--- config.mk ---
export PLATFORM = sky130hd
export DESIGN_NAME = pulse_count_unit
export DESIGN_NICKNAME = d
export VERILOG_FILES = /design/src/rtl/pcu_pkg.sv /design/src/rtl/pcu_sync.sv /design/src/rtl/pcu_edge_action.sv /design/src/rtl/pcu_counter.sv /design/src/rtl/pulse_count_unit.sv
export SDC_FILE = /design/constraint.sdc
export NUM_CORES = 1
export LEC_CHECK = 0
export BUFFER_PORTS_ARGS = -buffer_cell sky130_fd_sc_hd__buf_4
export CAP_MARGIN = 30
export CORE_MARGIN = 2
export CORE_UTILIZATION = 47
export DETAILED_ROUTE_END_ITERATION = 16
export GPL_TIMING_DRIVEN = 0
export PLACE_DENSITY = 0.78
export SLEW_MARGIN = 20
export SYNTH_ARGS = -nofsm -noshare
export SYNTH_HDL_FRONTEND = slang
export SYNTH_SLANG_ARGS = --single-unit
export TNS_END_PERCENT = 100
--- constraint.sdc ---
create_clock -name clk -period 5.9 [get_ports clk]
set_clock_uncertainty 0.05 [all_clocks]
set_input_delay 1.475 -clock clk [delete_from_list [all_inputs] [get_ports clk]]
set_output_delay 1.475 -clock clk [all_outputs]
set_load 0.01 [all_outputs]
--- src/rtl/pcu_pkg.sv ---
package pcu_pkg;

  typedef enum logic [1:0] {
    STEP_NONE = 2'd0,
    STEP_UP   = 2'd1,
    STEP_DOWN = 2'd2
  } step_e;

  localparam logic [1:0] EDGE_INC   = 2'd1;
  localparam logic [1:0] EDGE_DEC   = 2'd2;
  localparam logic [1:0] CTRL_FLIP  = 2'd1;
  localparam logic [1:0] CTRL_BLOCK = 2'd2;

  function automatic step_e edge_step(input logic [1:0] mode);
    case (mode)
      EDGE_INC: edge_step = STEP_UP;
      EDGE_DEC: edge_step = STEP_DOWN;
      default:  edge_step = STEP_NONE;
    endcase
  endfunction

  function automatic step_e ctrl_apply(input step_e s, input logic [1:0] mode);
    case (mode)
      CTRL_FLIP: begin
        case (s)
          STEP_UP:   ctrl_apply = STEP_DOWN;
          STEP_DOWN: ctrl_apply = STEP_UP;
          default:   ctrl_apply = STEP_NONE;
        endcase
      end
      CTRL_BLOCK: ctrl_apply = STEP_NONE;
      default:    ctrl_apply = s;
    endcase
  endfunction

endpackage

--- src/rtl/pcu_sync.sv ---
module pcu_sync #(
  parameter int WIDTH  = 2,
  parameter int STAGES = 2
) (
  input  logic             clk,
  input  logic             rst,
  input  logic [WIDTH-1:0] d_i,
  output logic [WIDTH-1:0] q_o
);

  logic [WIDTH-1:0] stage_q [STAGES];

  for (genvar g = 0; g < STAGES; g++) begin : g_stage
    if (g == 0) begin : g_first
      always_ff @(posedge clk) begin
        if (rst) stage_q[g] <= '0;
        else     stage_q[g] <= d_i;
      end
    end else begin : g_next
      always_ff @(posedge clk) begin
        if (rst) stage_q[g] <= '0;
        else     stage_q[g] <= stage_q[g-1];
      end
    end
  end

  assign q_o = stage_q[STAGES-1];

endmodule

--- src/rtl/pcu_edge_action.sv ---
module pcu_edge_action
  import pcu_pkg::*;
(
  input  logic       clk,
  input  logic       rst,
  input  logic       sig_s,
  input  logic       ctrl_s,
  input  logic [1:0] rise_mode,
  input  logic [1:0] fall_mode,
  input  logic [1:0] ctrl_lo_mode,
  input  logic [1:0] ctrl_hi_mode,
  output step_e      step_o
);

  logic  prev_q;
  logic  is_rise;
  logic  is_fall;
  step_e raw_step;
  logic [1:0] ctrl_mode;

  always_ff @(posedge clk) begin
    if (rst) prev_q <= 1'b0;
    else     prev_q <= sig_s;
  end

  always_comb begin
    is_rise   = sig_s & ~prev_q;
    is_fall   = ~sig_s & prev_q;
    if (is_rise)      raw_step = edge_step(rise_mode);
    else if (is_fall) raw_step = edge_step(fall_mode);
    else              raw_step = STEP_NONE;
    ctrl_mode = ctrl_s ? ctrl_hi_mode : ctrl_lo_mode;
    step_o    = ctrl_apply(raw_step, ctrl_mode);
  end

endmodule

--- src/rtl/pcu_counter.sv ---
module pcu_counter
  import pcu_pkg::*;
#(
  parameter int CNT_W = 16
) (
  input  logic                    clk,
  input  logic                    rst,
  input  step_e                   step_i,
  input  logic signed [CNT_W-1:0] limit_hi,
  input  logic signed [CNT_W-1:0] limit_lo,
  input  logic signed [CNT_W-1:0] thresh_a,
  input  logic signed [CNT_W-1:0] thresh_b,
  input  logic                    irq_clr,
  output logic signed [CNT_W-1:0] count_o,
  output logic                    limit_evt_o,
  output logic                    irq_o
);

  localparam int NCMP = 5;
  localparam logic signed [CNT_W-1:0] ONE = CNT_W'(1);

  logic signed [CNT_W-1:0] cmp_val [NCMP];
  logic [NCMP-1:0]         hit;
  logic signed [CNT_W-1:0] next_v;
  logic                    moving;
  logic                    wrap;
  logic                    hit_any;

  always_comb begin
    cmp_val[0] = limit_hi;
    cmp_val[1] = limit_lo;
    cmp_val[2] = '0;
    cmp_val[3] = thresh_a;
    cmp_val[4] = thresh_b;
  end

  always_comb begin
    moving = (step_i != STEP_NONE);
    next_v = (step_i == STEP_UP) ? count_o + ONE : count_o - ONE;
  end

  for (genvar i = 0; i < NCMP; i++) begin : g_cmp
    assign hit[i] = (next_v == cmp_val[i]);
  end

  always_comb begin
    hit_any = moving && (|hit);
    wrap    = ((step_i == STEP_UP)   && (next_v == limit_hi)) ||
              ((step_i == STEP_DOWN) && (next_v == limit_lo));
  end

  always_ff @(posedge clk) begin
    if (rst) begin
      count_o     <= '0;
      limit_evt_o <= 1'b0;
      irq_o       <= 1'b0;
    end else begin
      limit_evt_o <= wrap;
      if (moving) count_o <= wrap ? '0 : next_v;
      if (hit_any)      irq_o <= 1'b1;
      else if (irq_clr) irq_o <= 1'b0;
    end
  end

endmodule

--- src/rtl/pulse_count_unit.sv ---
module pulse_count_unit
  import pcu_pkg::*;
#(
  parameter int CNT_W       = 16,
  parameter int SYNC_STAGES = 2
) (
  input  logic                    clk,
  input  logic                    rst,
  input  logic                    sig_in,
  input  logic                    ctrl_in,
  input  logic [1:0]              rise_mode,
  input  logic [1:0]              fall_mode,
  input  logic [1:0]              ctrl_lo_mode,
  input  logic [1:0]              ctrl_hi_mode,
  input  logic signed [CNT_W-1:0] limit_hi,
  input  logic signed [CNT_W-1:0] limit_lo,
  input  logic signed [CNT_W-1:0] thresh_a,
  input  logic signed [CNT_W-1:0] thresh_b,
  input  logic                    irq_clr,
  output logic signed [CNT_W-1:0] count_o,
  output logic                    limit_evt_o,
  output logic                    irq_o
);

  logic [1:0] sync_w;
  step_e      step_w;

  pcu_sync #(.WIDTH(2), .STAGES(SYNC_STAGES)) u_sync (
    .clk (clk),
    .rst (rst),
    .d_i ({ctrl_in, sig_in}),
    .q_o (sync_w)
  );

  pcu_edge_action u_edge (
    .clk          (clk),
    .rst          (rst),
    .sig_s        (sync_w[0]),
    .ctrl_s       (sync_w[1]),
    .rise_mode    (rise_mode),
    .fall_mode    (fall_mode),
    .ctrl_lo_mode (ctrl_lo_mode),
    .ctrl_hi_mode (ctrl_hi_mode),
    .step_o       (step_w)
  );

  pcu_counter #(.CNT_W(CNT_W)) u_cnt (
    .clk         (clk),
    .rst         (rst),
    .step_i      (step_w),
    .limit_hi    (limit_hi),
    .limit_lo    (limit_lo),
    .thresh_a    (thresh_a),
    .thresh_b    (thresh_b),
    .irq_clr     (irq_clr),
    .count_o     (count_o),
    .limit_evt_o (limit_evt_o),
    .irq_o       (irq_o)
  );

endmodule

==> results.md, run 1 <==
- All-Layer GR Usage: between 20% and 30%
- Slew Limit Fails: 0
- Leak: approximately 0.0017 µW
- DP Cell Count: between 400 and 500
- Vias/cell: ~5.5
- DRT Pass-1 Iters: 6
- I/O Pins: 95
- Grt total ovfl: 0
- Largest net degree at the start of global routing: 14
- Syn Nets: 412
- Iter 0 DRT Violations: roughly 120
- Fin nets: just over 500
- Synth top area share: roughly 16%
- CTS root buffer: clkbuf_8
- CP Class: in2reg
- Number of global-route vias before repair: around 2800
- Syn_area_per_cell: between 8 and 9 µm²
- N_diodes: 0
- Mapped cell area: 2810 µm²
- Initial core utilization: 48.1%
- Antenna violations before repair: 0
- First-pass GRT wire length: 13000 µm
- Worst-path clk slew: around 0.08 ns
- Port bufs: 94
- Yosys warns: 0
- TritonCTS clock tree: done
- HP Class: reg2reg
- Simple-gate share of the synthesized area: between 10% and 20%
- XOR/XNOR Fraction of Synth Area: around 34%
- CP bufs+invs: 5
- Post-DP HPWL: between 6000 and 7000 µm
- Startpoint Class: input pin
- CP required: roughly 6 ns
- Max frequency: roughly 180 MHz
- Worst skew pair latency: around 0.26 ns
- Antenna viol nets, final: 0
- Synth Area in Adders: 8.27%
- Fraction of layout cells with a size suffix above 1: about a third
- Worst-margin pin slew: around 0.76 ns
- CTS buffer count: 3
- Die width: between 80 and 90 µm
- VDD IR max: roughly 0.00013 V
- Synth Register Bits: 23
- WHS: a little under 0.4 ns
- Die Y: approximately 81 µm
- Yosys cell types: a little over 60
- Hold Crit Start: u_sync.stage_q[0][0]
- Largest stage delay, worst path: 0.41 ns
- Final-report hold violation count: 0
- DRC Markers: 0
- Core ar.: approximately 5900 µm²
- Final setup violation count: 0
- Ys async rst share: 0%
- Reg-to-reg startpoint: u_sync.stage_q[1][1]
- Slew HR: between 40% and 50%
- Seq/Total Area, Yosys: between 10% and 20%
- Filler cells: ~500
- Mux contribution to synthesized area: 0.756%
- Largest family of logic cells by synthesized area: XOR/XNOR gates
- Synth Flop Type: dfxtp_1
- Largest area contributor in the netlist: dfxtp_1
- Die area: between 6000 and 7000 µm²
- TNS Setup: 0 ns
- Slowest-stage cell, CP: xnor3_1
- Complex-gate fraction of the synthesized area: between 10% and 20%
- DR WL/cell: 16.3 µm
- Finished Layout Cells: roughly 490
- Crit path DAT: just under 6 ns
- CP top delay family: compound AO/OA/AOI/OAI gates
- Routability Congestion: 0.883
- Period utilization: between 90% and 100%
- Layout area overhead: 36.9%
- CTS sink count: 23
- Pwr per Cell Area: roughly 230 nW/µm²
- Leading post-synthesis cells by cell area: dfxtp_1 (16%), xnor2_1 (16%), xnor3_1 (9.6%)
- Worst Setup End Kind: flip-flop
- Std-Cell Rows: 28
- H-tree depth: 1
- Syn Inst Count: about 320
- Routed vias: between 2000 and 3000
- WL final: between 8000 and 9000 µm
- Critical Path Fanout Max: 10
- Worst Setup SP: ctrl_hi_mode[0]
- Status: complete, no violations
- Critical path cell sequence: buf_4 > mux2_2 > ha_1 > nor2b_1 > a22oi_2 > buf_12 > buf_4 > ha_1 > buf_2 > a21o_1 > a31oi_1 > o221ai_1 > a211o_1 > xnor3_1 > nor4_4 > a31oi_1 > a21oi_4 > clkbuf_4 > o31ai_1
- Maxcap violations: 0
- CTS Buffer Depth: 2
- Minimum clock period: about 5.7 ns
- EDFF count, synth: 0
## layer usage
layer  up-vias  GRT usage (%)  routed length, µm
met1      1287           30.3               3350
met2        96           47.2               4170
met3         6           3.89                480
met5         -              0                  0
met4         0           5.59                 60
li1       1347              -                  -
## placed cells by master (no fill, tap or decap), drive strengths merged, types with 4 or more instances in the layout
cell,netlist,routed
a21oi,16,16
xor2,23,23
ha,17,17
o21ai,8,8
clkbuf,9,11
nand4,6,6
nor2,10,10
nand2b,9,9
nand2,21,21
nor2b,7,7
buf,6,105
nand3,13,13
nor3,9,9
inv,8,8
a21o,7,7
dfxtp,23,23
and3,4,4
xnor2,50,50
o31ai,12,12
and2,4,4
xnor3,12,12
## cells in the mapped netlist, types with 3 or more instances
cell type / number
xnor2_1: 50
and2_1: 3
xor2_1: 22
clkbuf_1: 9
nor3_1: 9
o21ai_1: 4
inv_1: 8
xnor3_1: 12
nor2_1: 10
ha_1: 17
nand4_1: 6
buf_2: 3
o31ai_1: 12
nor2b_1: 7
o21a_1: 3
o21ai_0: 4
a21o_1: 6
a31oi_1: 3
nand3_1: 13
nand2b_1: 9
a21oi_1: 13
dfxtp_1: 23
and3_1: 3
nand2_1: 21
## timing repair
item                                    CTS  global route
gates cloned                              0             0
endpoints found under the setup margin   18            16
buffers inserted                          5             1
hold buffers                              0             0
pin swaps                                 1             1
gates resized for setup                   4            16
## registers in the layout (all words and copies together) (netlist names)
name,count
u_cnt.count_o,16
u_cnt.irq_o,1
u_cnt.limit_evt_o,1
u_sync.stage_q,4
u_edge.prev_q,1
## layout make-up
cell class	instances	area, µm²	area share [%]
Multi-Input combinational cell	271	2390	62.0
Timing Repair Buffer	100	763	19.8
Sequential cell	23	460	12.0
Tap cell	75	93.8	2.44
Buffer	13	70.1	1.82
Clock buffer	3	41.3	1.07
Inverter	8	30.0	0.779
Clock inverter	1	5.00	0.130
## path summary, 6_finish.rpt
kind	endpoint	slack, ns	cells after the start
min	u_sync.stage_q[1][0]	0.40	1
min reg2reg	u_sync.stage_q[1][0]	0.40	1
max reg2reg	u_cnt.count_o[2]	1.05	18
max	u_cnt.count_o[2]	0.20	19
## logic make-up (layout without fill, tap and decap cells)
logic type	Yosys count	count (layout)
compound gates	73	73
mux	2	2
xor+xnor	86	86
simple gates	92	92
flops	23	23
buf+inv	23	125
fa+ha+maj	18	18
## report_power, final
part           internal [µW]  total (µW)  switching, µW
logic                    299         625            326
registers                163         171           7.97
clock network           47.1        97.7           50.6
total                    509         894            384
## metrics by stage
step                      worst slack (ns)  util (%)  instance area [µm²]  power (µW)
final                                0.195      65.8                 3850         894
after global routing               -0.0205      65.8                 3850         954
after CTS                           0.0198      63.9                 3740         851
after detailed placement            -0.981      61.8                 3620         740
after global placement              -0.948      61.8                 3620         726
after floorplan                     0.0937         -                 2820         601
Note: power is estimated with default switching activity, not from simulation.
==> inputs of run 2 (changes only) <==
--- a/config.mk
+++ b/config.mk
@@ -7,6 +7,7 @@
 export LEC_CHECK = 0
 export BUFFER_PORTS_ARGS = -buffer_cell sky130_fd_sc_hd__buf_4
 export CAP_MARGIN = 30
+export CORE_ASPECT_RATIO = 2
 export CORE_MARGIN = 2
 export CORE_UTILIZATION = 47
 export DETAILED_ROUTE_END_ITERATION = 16
@@ -15,5 +16,6 @@
 export SLEW_MARGIN = 20
 export SYNTH_ARGS = -nofsm -noshare
 export SYNTH_HDL_FRONTEND = slang
+export SYNTH_HIERARCHICAL = 1
 export SYNTH_SLANG_ARGS = --single-unit
 export TNS_END_PERCENT = 100
==> run 2 against run 1 <==
Net effect: sequential power barely moved; die area fell by 0.36%; count of clock-buffer cells in the layout did not move; global-route usage rose by 3.8 points; setup slack got worse by 0.0076 ns; first-iteration DRC count fell by 4.1%; wire length rose by 16%; critical path depth did not move; synthesized cell count rose by 0.95%; sequential share of layout area barely moved; non-clock buffer count rose by 2; largest power group unchanged.
==> results.md, run 2 <==
- HP Class: reg2reg (unchanged)
- DP Cell Count: 476 (was 486)
- RSZ-0062 raised after global routing: false
- CTS sink count: 23 (unchanged)
- Synth Flop Type: dfxtp_1 (unchanged)
- Die area: 6600 µm² (was 6620 µm²)
- Largest family of logic cells by synthesized area: XOR/XNOR gates (unchanged)
- Yosys cell types: 67 (was 62)
- CTS buffer count: 3 (unchanged)
- Syn Inst Count: 320 (was 317)
- Worst skew pair latency: 0.26 ns (about the same)
- Seq/Total Area, Yosys: 16.5% (was 16.4%)
- Post-DP HPWL: 7420 µm (was 6480 µm)
- Final-report hold violation count: 0 (unchanged)
- Simple-gate share of the synthesized area: 19.3% (was 17.4%)
- Antenna viol nets, final: 0 (unchanged)
- Vias/cell: 6.06 (was 5.54)
- Grt total ovfl: 0 (unchanged)
- Complex-gate fraction of the synthesized area: 25.3% (was 19.7%)
- Slew HR: 53.7% (was 49.0%)
- Largest area contributor in the netlist: dfxtp_1 (unchanged)
- Mapped cell area: 2790 µm² (was 2810 µm²)
- DR WL/cell: 19.1 µm (was 16.3 µm)
- Flop-to-flop setup slack: 1.07 ns (was 1.05 ns)
- Fraction of layout cells with a size suffix above 1: 35.4% (was 32.5%)
- Number of flip-flops in the largest register: 16 (unchanged)
- Minimum clock period: 5.71 ns (was 5.70 ns)
- Finished Layout Cells: 488 (was 494)
- Syn Nets: 415 (was 412)
- Multi-input combinational cell area: 2370 µm² (was 2390 µm²)
- Antenna violations before repair: 0 (unchanged)
- WL final: 9340 µm (was 8060 µm)
- Ys async rst share: 0% (unchanged)
- Final setup violation count: 0 (unchanged)
- Iter 0 DRT Violations: 116 (was 121)
- Regs by FF count: u_cnt/count_o x16, u_sync/stage_q x4 (was u_cnt.count_o x16, u_sync.stage_q x4)
- N_diodes: 0 (unchanged)
- All-Layer GR Usage: 29.2% (was 25.3%)
- TritonCTS clock tree: done (unchanged)
- Initial core utilization: 48.8% (was 48.1%)
- Routability Congestion: 0.913 (was 0.883)
- Pwr per Cell Area: 254 nW/µm² (was 232 nW/µm²)
- Leak: 0.00176 µW (was 0.00173 µW)
- Worst Setup End Kind: flip-flop (unchanged)
- Number of global-route vias before repair: 3145 (was 2803)
- Std-Cell Rows: 39 (was 28)
- Largest stage delay, worst path: 0.37 ns (was 0.41 ns)
- Mux contribution to synthesized area: 1.17% (was 0.756%)
- XOR/XNOR Fraction of Synth Area: 25.9% (was 33.8%)
- Most common cell after layout, fill and taps aside: buf_4 (unchanged)
- Filler cells: 498 (was 496)
- Leading post-synthesis cells by cell area: dfxtp_1 (17%), xnor2_1 (14%), xor2_1 (7.9%) (was dfxtp_1 (16%), xnor2_1 (16%), xnor3_1 (9.6%))
- VDD IR max: 0.000191 V (was 0.000130 V)
- Top-count cell post-synth: xnor2_1 (unchanged)
- Largest net degree at the start of global routing: 14 (unchanged)
- I/O Pins: 95 (unchanged)
- Synth Area in Adders: 8.35% (was 8.27%)
- Slew Limit Fails: 0 (unchanged)
- Fin nets: 523 (was 515)
- CTS root buffer: clkbuf_16 (was clkbuf_8)
- Syn_area_per_cell: 8.71 µm² (was 8.88 µm²)
- H-tree depth: 1 (unchanged)
- Maxcap violations: 0 (unchanged)
- Total power: 980 µW (was 894 µW)
- CP Class: in2reg (unchanged)
- Startpoint Class: input pin (unchanged)
- TNS Setup: 0 ns (unchanged)
- Worst-path clk slew: 0.06 ns (was 0.08 ns)
- Synth Register Bits: 23 (unchanged)
- First-pass GRT wire length: 14700 µm (was 13000 µm)
- Critical Path Fanout Max: 10 (unchanged)
- Synth top area share: 16.5% (was 16.4%)
- Core ar.: 5710 µm² (was 5850 µm²)
- CTS Buffer Depth: 2 (unchanged)
- EDFF count, synth: 0 (unchanged)
- Die Y: 113 µm (was 81.4 µm)
- Status: complete, no violations (unchanged)
- DRC Markers: 0 (unchanged)
- FF+latch area: 460 µm² (unchanged)
- Worst-margin pin slew: 0.689 ns (was 0.759 ns)
- Slowest-stage cell, CP: nor4bb_4 (was xnor3_1)
- Yosys warns: 6 (was 0)
- CP required: 6.01 ns (was 5.98 ns)
- Layout area overhead: 38.5% (was 36.9%)
- Most used cell, CP: ha_1
- Critical path cell sequence: buf_4 > mux2_2 > ha_1 > inv_2 > nand2_2 > o22ai_4 > nand2b_4 > ha_1 > buf_2 > nand2_1 > nor2_1 > a21o_1 > xor3_1 > nor4b_2 > nand4_2 > nor4bb_4 > o32ai_4 > buf_6 > a22o_1 (was buf_4 > mux2_2 > ha_1 > nor2b_1 > a22oi_2 > buf_12 > buf_4 > ha_1 > buf_2 > a21o_1 > a31oi_1 > o221ai_1 > a211o_1 > xnor3_1 > nor4_4 > a31oi_1 > a21oi_4 > clkbuf_4 > o31ai_1)
- Largest reg by FF count: u_cnt/count_o (was u_cnt.count_o)
- Port bufs: 94 (unchanged)
- DRT Pass-1 Iters: 4 (was 6)
- Crit path DAT: 5.82 ns (was 5.78 ns)
- Synth top cells by count: xnor2_1 (44), xor2_1 (25), dfxtp_1 (23) (was xnor2_1 (50), dfxtp_1 (23), xor2_1 (22))
- Period utilization: 96.8% (was 96.7%)
- Most frequent cells in the layout: buf_4 (102), xnor2_1 (40), xor2_1 (25) (was buf_4 (99), xnor2_1 (48), dfxtp_1 (23))
- Max frequency: 175 MHz (about the same)
- Die width: 58.4 µm (was 81.4 µm)
- Routed vias: 2955 (was 2736)
==> run 2: cell count changes after synthesis, moves of 4 or more <==
cell      change
xnor3_1      -10
nor3_1        -4
o21ai_1       -4
a22o_1       +16
xnor2_1       -6
o31ai_1      -10
o21ai_0       +7
nand2b_1      -6
==> run 2: cells by family (layout without fill, tap and decap cells) <==
family | Yosys count | count (layout)
buf+inv | 21 | 127
flops | 23 | 23
simple gates | 91 | 92
mux | 3 | 3
compound gates | 89 | 89
xor+xnor | 75 | 75
fa+ha+maj | 18 | 18
==> run 2: layout make-up <==
| class | count | share of cell area (%) |
|---|---|---|
| buffer | 12 | 1.75 |
| clock buffer | 3 | 1.94 |
| clock inverter | 1 | 0.130 |
| inverter | 8 | 0.778 |
| multi-input combinational | 277 | 61.5 |
| sequential | 23 | 11.9 |
| tap | 61 | 1.98 |
| timing repair buffer | 103 | 20.0 |
==> run 2: metrics by stage <==
stage	util, %	hold slack [ns]	worst slack (ns)	area [µm²]
floorplan	-	0.364	0.0265	2790
global placement	62.5	0.371	-1.07	3570
detailed placement	62.6	0.381	-1.08	3570
CTS	66.8	0.401	0.00654	3810
global route	67.6	0.422	0.00404	3860
finish	67.6	0.394	0.187	3860
==> run 2: path summary, 6_finish.rpt <==
| path | startpoint | end | cells after the start |
|---|---|---|---|
| setup / recovery | ctrl_hi_mode[0] | u_cnt/count_o[6] | 19 |
| hold / removal | u_sync/stage_q[0][0] | u_sync/stage_q[1][0] | 1 |
| setup reg to reg | u_sync/stage_q[1][1] | u_cnt/count_o[6] | 18 |
| hold reg to reg | u_sync/stage_q[0][0] | u_sync/stage_q[1][0] | 1 |
==> run 2: metal layers <==
layer / share of wire (%) / GRT usage (%) / vias up
li1: - / - / 1412
met1: 32 / 27.8 / 1378
met4: 6.8 / 20.0 / 0
met2: 56 / 54.9 / 122
met3: 5.3 / 2.97 / 43
met5: 0 / 0 / -
==> run 2: report_power, final <==
group | total [µW] | leakage [µW] | switching (µW) | internal (µW)
sequential | 171 | 0.000187 | 7.31 | 164
combinational | 655 | 0.00153 | 359 | 296
clock | 155 | 0.0000409 | 63.0 | 91.5
total | 980 | 0.00176 | 429 | 551
==> run 2: worst max-delay path, delay by kind of cell <==
family | cells | cell delay, ns
compound gates | 4 | 0.93
xor+xnor | 1 | 0.29
simple gates | 7 | 1.61
buf+inv | 4 | 0.64
mux | 1 | 0.26
fa+ha+maj | 2 | 0.59
==> run 2: what timing repair did <==
action,in CTS,in global routing
gates cloned,1,0
setup endpoints to repair,18,16
resized for setup,20,8
buffers inserted,5,3
hold buffers,0,0
pin swaps,5,4
